--- src/rtl/ctmr_pkg.sv ---
package ctmr_pkg;

    typedef enum logic [2:0] {
        CM_IDLE   = 3'b000,
        CM_RISE   = 3'b001,
        CM_BOTH   = 3'b010,
        CM_GATED  = 3'b011,
        CM_QUAD   = 3'b100,
        CM_DIRPIN = 3'b101,
        CM_TRIG   = 3'b110,
        CM_CASC   = 3'b111
    } cnt_mode_e;

    typedef enum logic [1:0] {
        ST_RUN1 = 2'd0,
        ST_RUN2 = 2'd1,
        ST_WAIT = 2'd2,
        ST_HALT = 2'd3
    } chan_state_e;

endpackage

--- src/rtl/ctmr_edge_sync.sv ---
module ctmr_edge_sync #(
    parameter int STAGES = 2
) (
    input  logic clk,
    input  logic rst_n,
    input  logic pin_i,
    output logic lvl_o,
    output logic rise_o,
    output logic fall_o
);
    // STAGES must be 2 or more
    logic [STAGES-1:0] chain_q;
    logic              prev_q;

    always_ff @(posedge clk or negedge rst_n) begin
        if (!rst_n) begin
            chain_q <= '0;
            prev_q  <= 1'b0;
        end else begin
            chain_q <= {chain_q[STAGES-2:0], pin_i};
            prev_q  <= chain_q[STAGES-1];
        end
    end

    assign lvl_o  = chain_q[STAGES-1];
    assign rise_o = chain_q[STAGES-1] & ~prev_q;
    assign fall_o = ~chain_q[STAGES-1] & prev_q;

endmodule

--- src/rtl/ctmr_mode_dec.sv ---
module ctmr_mode_dec
    import ctmr_pkg::*;
(
    input  logic [2:0] mode_i,
    input  logic       pri_lvl_i,
    input  logic       pri_rise_i,
    input  logic       pri_fall_i,
    input  logic       sec_lvl_i,
    input  logic       sec_rise_i,
    input  logic       sec_fall_i,
    input  logic       pri_pol_i,
    input  logic       pri_is_clk_i,
    input  logic       pri_is_self_i,
    input  logic       casc_up_i,
    input  logic       casc_dn_i,
    output logic       step_up_o,
    output logic       step_dn_o,
    output logic       trig_o
);
    cnt_mode_e mode;
    logic      pol_edge;
    logic      rise_or_clk;
    logic      pri_chg;
    logic      sec_chg;
    logic      sec_prev;
    logic      quad_one;
    logic      up_raw;
    logic      dn_raw;

    assign mode        = cnt_mode_e'(mode_i);
    assign pol_edge    = pri_is_clk_i ? 1'b1 : (pri_pol_i ? pri_fall_i : pri_rise_i);
    assign rise_or_clk = pri_is_clk_i | pri_rise_i;
    assign pri_chg     = pri_rise_i | pri_fall_i;
    assign sec_chg     = sec_rise_i | sec_fall_i;
    assign sec_prev    = sec_lvl_i ^ sec_chg;
    assign quad_one    = pri_chg ^ sec_chg;

    always_comb begin
        up_raw = 1'b0;
        dn_raw = 1'b0;
        unique case (mode)
            CM_IDLE:   ;
            CM_RISE:   up_raw = pol_edge;
            CM_BOTH:   up_raw = ~pri_is_clk_i & pri_chg;
            CM_GATED:  up_raw = rise_or_clk & sec_lvl_i;
            CM_QUAD: begin
                up_raw = quad_one & (pri_lvl_i ^ sec_prev);
                dn_raw = quad_one & ~(pri_lvl_i ^ sec_prev);
            end
            CM_DIRPIN: begin
                up_raw = pol_edge & ~sec_lvl_i;
                dn_raw = pol_edge & sec_lvl_i;
            end
            CM_TRIG:   up_raw = rise_or_clk;
            CM_CASC: begin
                up_raw = casc_up_i & ~casc_dn_i;
                dn_raw = casc_dn_i & ~casc_up_i;
            end
        endcase
    end

    assign step_up_o = up_raw & ~pri_is_self_i;
    assign step_dn_o = dn_raw & ~pri_is_self_i;
    assign trig_o    = sec_rise_i;

endmodule

--- src/rtl/ctmr_core.sv ---
module ctmr_core
    import ctmr_pkg::*;
#(
    parameter int CNT_W = 16
) (
    input  logic             clk,
    input  logic             rst_n,
    input  logic [2:0]       mode_i,
    input  logic             mode_wr_i,
    input  logic             one_shot_i,
    input  logic             dual_cmp_i,
    input  logic             step_up_i,
    input  logic             step_dn_i,
    input  logic             trig_i,
    input  logic [CNT_W-1:0] load_i,
    input  logic [CNT_W-1:0] cmp1_i,
    input  logic [CNT_W-1:0] cmp2_i,
    output logic [CNT_W-1:0] cnt_o,
    output logic             flag_o,
    output chan_state_e      state_o
);
    localparam logic [CNT_W-1:0] CNT_ONE = {{(CNT_W-1){1'b0}}, 1'b1};

    chan_state_e      state_q, state_d;
    logic [CNT_W-1:0] cnt_q, cnt_d;
    logic             flag_q, flag_d;
    logic [CNT_W-1:0] nxt;
    logic [CNT_W-1:0] cmp_act;
    logic             stepping;
    logic             is_trig;

    assign is_trig  = (cnt_mode_e'(mode_i) == CM_TRIG);
    assign stepping = step_up_i ^ step_dn_i;
    assign nxt      = step_up_i ? (cnt_q + CNT_ONE) : (cnt_q - CNT_ONE);
    assign cmp_act  = (state_q == ST_RUN2) ? cmp2_i : cmp1_i;

    // next state and next datapath values
    always_comb begin
        state_d = state_q;
        cnt_d   = cnt_q;
        flag_d  = 1'b0;
        if (mode_wr_i) begin
            cnt_d   = load_i;
            state_d = is_trig ? ST_WAIT : ST_RUN1;
        end else begin
            unique case (state_q)
                ST_WAIT: begin
                    if (trig_i) state_d = ST_RUN1;
                end
                ST_RUN1, ST_RUN2: begin
                    if (stepping) begin
                        if (nxt == cmp_act) begin
                            flag_d = 1'b1;
                            if (one_shot_i) begin
                                if (state_q == ST_RUN1 && dual_cmp_i) begin
                                    cnt_d   = load_i;
                                    state_d = ST_RUN2;
                                end else begin
                                    cnt_d   = nxt;
                                    state_d = ST_HALT;
                                end
                            end else begin
                                cnt_d   = load_i;
                                state_d = is_trig ? ST_WAIT : ST_RUN1;
                            end
                        end else begin
                            cnt_d = nxt;
                        end
                    end
                end
                ST_HALT: ;
            endcase
        end
    end

    // state register
    always_ff @(posedge clk or negedge rst_n) begin
        if (!rst_n) state_q <= ST_RUN1;
        else        state_q <= state_d;
    end

    // outputs
    always_ff @(posedge clk or negedge rst_n) begin
        if (!rst_n) begin
            cnt_q  <= '0;
            flag_q <= 1'b0;
        end else begin
            cnt_q  <= cnt_d;
            flag_q <= flag_d;
        end
    end

    assign cnt_o   = cnt_q;
    assign flag_o  = flag_q;
    assign state_o = state_q;

endmodule

--- src/rtl/ctmr_channel.sv ---
module ctmr_channel
    import ctmr_pkg::*;
#(
    parameter int CNT_W       = 16,
    parameter int SYNC_STAGES = 2
) (
    input  logic             clk,
    input  logic             rst_n,
    input  logic [2:0]       mode_i,
    input  logic             mode_wr_i,
    input  logic             one_shot_i,
    input  logic             dual_cmp_i,
    input  logic             pri_in_i,
    input  logic             sec_in_i,
    input  logic             pri_pol_i,
    input  logic             pri_is_clk_i,
    input  logic             pri_is_self_i,
    input  logic             casc_up_i,
    input  logic             casc_dn_i,
    input  logic [CNT_W-1:0] load_i,
    input  logic [CNT_W-1:0] cmp1_i,
    input  logic [CNT_W-1:0] cmp2_i,
    output logic [CNT_W-1:0] cnt_o,
    output logic             cmp_flag_o
);
    localparam int N_IN = 2;

    logic [N_IN-1:0] pins;
    logic [N_IN-1:0] lvl, rise, fall;
    logic            step_up, step_dn, trig;
    chan_state_e     core_state;

    assign pins = {sec_in_i, pri_in_i};

    for (genvar g = 0; g < N_IN; g++) begin : g_sync
        ctmr_edge_sync #(.STAGES(SYNC_STAGES)) u_sync (
            .clk    (clk),
            .rst_n  (rst_n),
            .pin_i  (pins[g]),
            .lvl_o  (lvl[g]),
            .rise_o (rise[g]),
            .fall_o (fall[g])
        );
    end

    ctmr_mode_dec u_dec (
        .mode_i        (mode_i),
        .pri_lvl_i     (lvl[0]),
        .pri_rise_i    (rise[0]),
        .pri_fall_i    (fall[0]),
        .sec_lvl_i     (lvl[1]),
        .sec_rise_i    (rise[1]),
        .sec_fall_i    (fall[1]),
        .pri_pol_i     (pri_pol_i),
        .pri_is_clk_i  (pri_is_clk_i),
        .pri_is_self_i (pri_is_self_i),
        .casc_up_i     (casc_up_i),
        .casc_dn_i     (casc_dn_i),
        .step_up_o     (step_up),
        .step_dn_o     (step_dn),
        .trig_o        (trig)
    );

    ctmr_core #(.CNT_W(CNT_W)) u_core (
        .clk        (clk),
        .rst_n      (rst_n),
        .mode_i     (mode_i),
        .mode_wr_i  (mode_wr_i),
        .one_shot_i (one_shot_i),
        .dual_cmp_i (dual_cmp_i),
        .step_up_i  (step_up),
        .step_dn_i  (step_dn),
        .trig_i     (trig),
        .load_i     (load_i),
        .cmp1_i     (cmp1_i),
        .cmp2_i     (cmp2_i),
        .cnt_o      (cnt_o),
        .flag_o     (cmp_flag_o),
        .state_o    (core_state)
    );

endmodule

--- config.mk ---
export PLATFORM = sky130hd
export DESIGN_NAME = ctmr_channel
export DESIGN_NICKNAME = d
export VERILOG_FILES = /design/src/rtl/ctmr_pkg.sv /design/src/rtl/ctmr_edge_sync.sv /design/src/rtl/ctmr_mode_dec.sv /design/src/rtl/ctmr_core.sv /design/src/rtl/ctmr_channel.sv
export SDC_FILE = /design/constraint.sdc
export NUM_CORES = 1
export LEC_CHECK = 0
export ABC_AREA = 1
export BUFFER_PORTS_ARGS = -buffer_cell sky130_fd_sc_hd__buf_2
export CAP_MARGIN = 20
export CORE_MARGIN = 10
export CORE_UTILIZATION = 35
export CTS_CLUSTER_DIAMETER = 40
export DETAILED_ROUTE_END_ITERATION = 8
export PLACE_DENSITY = 0.61
export SYNTH_ARGS = -nofsm -noshare
export SYNTH_HDL_FRONTEND = slang
export SYNTH_HIERARCHICAL = 1
export SYNTH_SLANG_ARGS = --single-unit
--- constraint.sdc ---
create_clock -name clk -period 4.29 [get_ports clk]
set_input_delay 0.429 -clock clk [delete_from_list [all_inputs] [get_ports clk]]
set_output_delay 0.429 -clock clk [all_outputs]
set_load 0.05 [all_outputs]
==> flow_summary.ini <==
[sta]
slew_violations = 0
max_freq_ghz = 0.2598
skew_ns = 0.01546
period_needed_ns = 3.849
max_slew_margin_pct = 56.36
fin_crit_sh_pct = 89.71
setup_viol = 0
rsz0062_at_grt = no
tightest_slew_ns = 0.6538
fin_ws_ns = 0.4414
holdWs_ns = 0.1391
hold_violations = 0
tns_ns = 0

[floorplanning]
start_util_pct = 35.64
io_pins = 80
dieHeight_um = 124.8
rows = 38
die_w_um = 124.8
die-area_mm2 = 0.01558
coreArea_mm2 = 0.01079

[yosys]
synth_edf_count = 0
synth-seq-cells = 25
ys_warn_count = 6
synthFlopType = dfrtp_1
synth_nets = 763
synthArstFlopShare_pct = 100.0
postSynthCellCount = 685
avgSynthCellArea_um2 = 5.615
seq_area_frac_synth_pct = 16.27
synth_cell_types = 39
synth_area_mm2 = 0.003846

[power_and_ir_drop]
comb_power_share_pct = 79.4
peakVddDrop_v = 0.0002319
power.density_mw_per_mm2 = 581.7
p_int_mw = 0.9881
p_seq_share_pct = 14.7
p_sw_mw = 1.569
power.share.clock_pct = 5.9
leakagePower_nw = 2.640
p_sw_share_pct = 61.36

[place]
pre_cts_slack_ns = 0.4356
io_buffers = 79
place.gp.congestion = 0.8547
hpwlAfterDp_um = 9919

[grt]
grt_pass1_vias = 4088
antenna_found_initial = 0
grt_pass1_wl_um = 20080
grt_usage_pct = 14.95
grt_max_degree = 30
gr-total-overflow = 0

[run_status]
status = finished, final reports clean

[worst_hold_path]
hp-class = input pin to asynchronous set/reset pin

[routing]
drt-initial-drc-count = 286
drc = 0
route.vias.total = 4268
routed_wl_um = 12070
drt.antenna.violating_nets = 0
wl_per_cell_um = 13.47
viasPerCell = 4.763
dr.pass1.iters = 7

[setup_path]
path_buf_inv = 7
cpLargestDelayFamily = simple AND/OR/NAND/NOR gates
crit_fanout = 16
cpMostUsedCell = nand2_1
cp_slowest_stage_delay_ns = 0.42
crit_path_end_kind = flip-flop
arrival_ns = 4.07
critical_path_class = flip-flop to flip-flop
slowest_stage = dfrtp_1
critPathLaunchType = flip-flop
crit_required_ns = 4.51

[clocking]
clk_pin_slew_ns = 0.10
cts-root-buf = clkbuf_8
clk_latency_ns = 0.28
holdBufCountCts = 0
cts_buffers = 3
htree_num_levels = 1
cts_buffer_depth = 2
cts_tree = built
cts.sinks = 25

[cells_and_area]
mostFrequentLayoutCell = nand2_1
multi_input_area_mm2 = 0.002626
area_growth_syn_to_layout_pct = 14.28
antennaDiodeCount = 0
nFillCells = 1236
register_area_um2 = 625.6
layout_common_cells = 243 x nand2_1, 112 x inv_1, 79 x buf_2, 79 x nand3_1, 51 x nor2_1
final_util_pct = 40.73
drive_above_1_share_pct = 20.24
nNetsFinal = 835

[run]
drv_cap = 0
[flip-flops by register name, indices dropped and copies added (netlist names)]
signal,flops
u_core/cnt_o,16
u_core/state_o,2
g_sync.u_sync/chain_q,4
u_core/flag_o,1
g_sync.u_sync/prev_q,2
[power groups by stage]
stage / sequential [mW] / clock, mW / combinational [mW]
6_report: 0.376 / 0.150 / 2.03
4_1_cts: 0.378 / 0.153 / 1.99
2_1_floorplan: 0.528 / 0 / 1.41
3_5_place_dp: 0.382 / 0 / 1.98
3_3_place_gp: 0.384 / 0 / 1.98
5_1_grt: 0.383 / 0.162 / 2.30
[area by class of cell]
class                      count  area share (%)
inverter                     121           10.45
clock buffer                   3          0.9394
clock inverter                 1          0.1708
timing repair buffer          85           10.48
tap                          140           3.985
multi-input combinational    521           59.75
sequential                    25           14.23
[routing by layer]
metal | vias to the layer above | GRT usage [%] | wire [µm]
li1 | 2287 | - | -
met1 | 1837 | 19.92 | 5840
met2 | 132 | 24.81 | 5425
met3 | 12 | 3.106 | 728
met4 | 0 | 1.829 | 74
met5 | - | 0 | 0
[worst paths after layout]
| check | from | to | slack (ns) | cells past startpoint |
|---|---|---|---|---|
| max in group asynchronous | rst_n | u_core/cnt_o[9] | 3.73 | 1 |
| max reg2reg | g_sync[0].u_sync/chain_q[1] | u_core/cnt_o[11] | 0.44 | 29 |
| min | rst_n | u_core/cnt_o[2] | 0.14 | 1 |
| min reg2reg | g_sync[0].u_sync/chain_q[0] | g_sync[0].u_sync/chain_q[1] | 0.36 | 0 |
| min in group clk | pri_in_i | g_sync[0].u_sync/chain_q[0] | 0.25 | 1 |
| max | g_sync[0].u_sync/chain_q[1] | u_core/cnt_o[11] | 0.44 | 29 |
[through the flow]
stage / std cells / power, mW / instance area (µm²)
after detailed placement: 889 / 2.365 / 4277
after global placement: 889 / 2.361 / 4277
after CTS: 893 / 2.522 / 4325
after global routing: 896 / 2.844 / 4395
after floorplan: 685 / 1.933 / 3846
final: 896 / 2.557 / 4395
[cells in the mapped netlist, types with 3 or more instances]
cell type | instances | share of area [%]
o21ai_1 | 8 | 1.0
nand4_1 | 22 | 3.6
nor2_2 | 3 | 0.49
nand3_2 | 5 | 1.3
buf_6 | 7 | 2.0
inv_1 | 113 | 11
dfrtp_1 | 25 | 16
ha_1 | 14 | 4.6
nand3b_1 | 3 | 0.59
a21oi_1 | 21 | 2.7
inv_2 | 7 | 0.68
nand2_1 | 243 | 24
a21oi_2 | 3 | 0.68
nor2_1 | 52 | 5.1
clkbuf_8 | 3 | 1.1
nand2_4 | 5 | 1.5
nand2_2 | 22 | 3.6
nand3_1 | 79 | 10
o21ai_0 | 20 | 2.6
clkbuf_1 | 5 | 0.49
[what timing repair did]
action | CTS | global route
gates resized for setup | 0 | 9
setup buffers | 0 | 2
endpoints found under the setup margin | 0 | 16
[cells by family after synthesis]
kind of cell | Yosys count | share of synthesized area (%)
AND/OR/NAND/NOR | 446 | 53.71
buffers and inverters | 140 | 16.36
AO/OA/AOI/OAI | 56 | 7.873
flip-flops | 25 | 16.27
adder cells (fa/ha/maj) | 15 | 5.075
XOR/XNOR | 2 | 0.4555
multiplexers | 1 | 0.2603
Power figures use the tool's default switching activity.
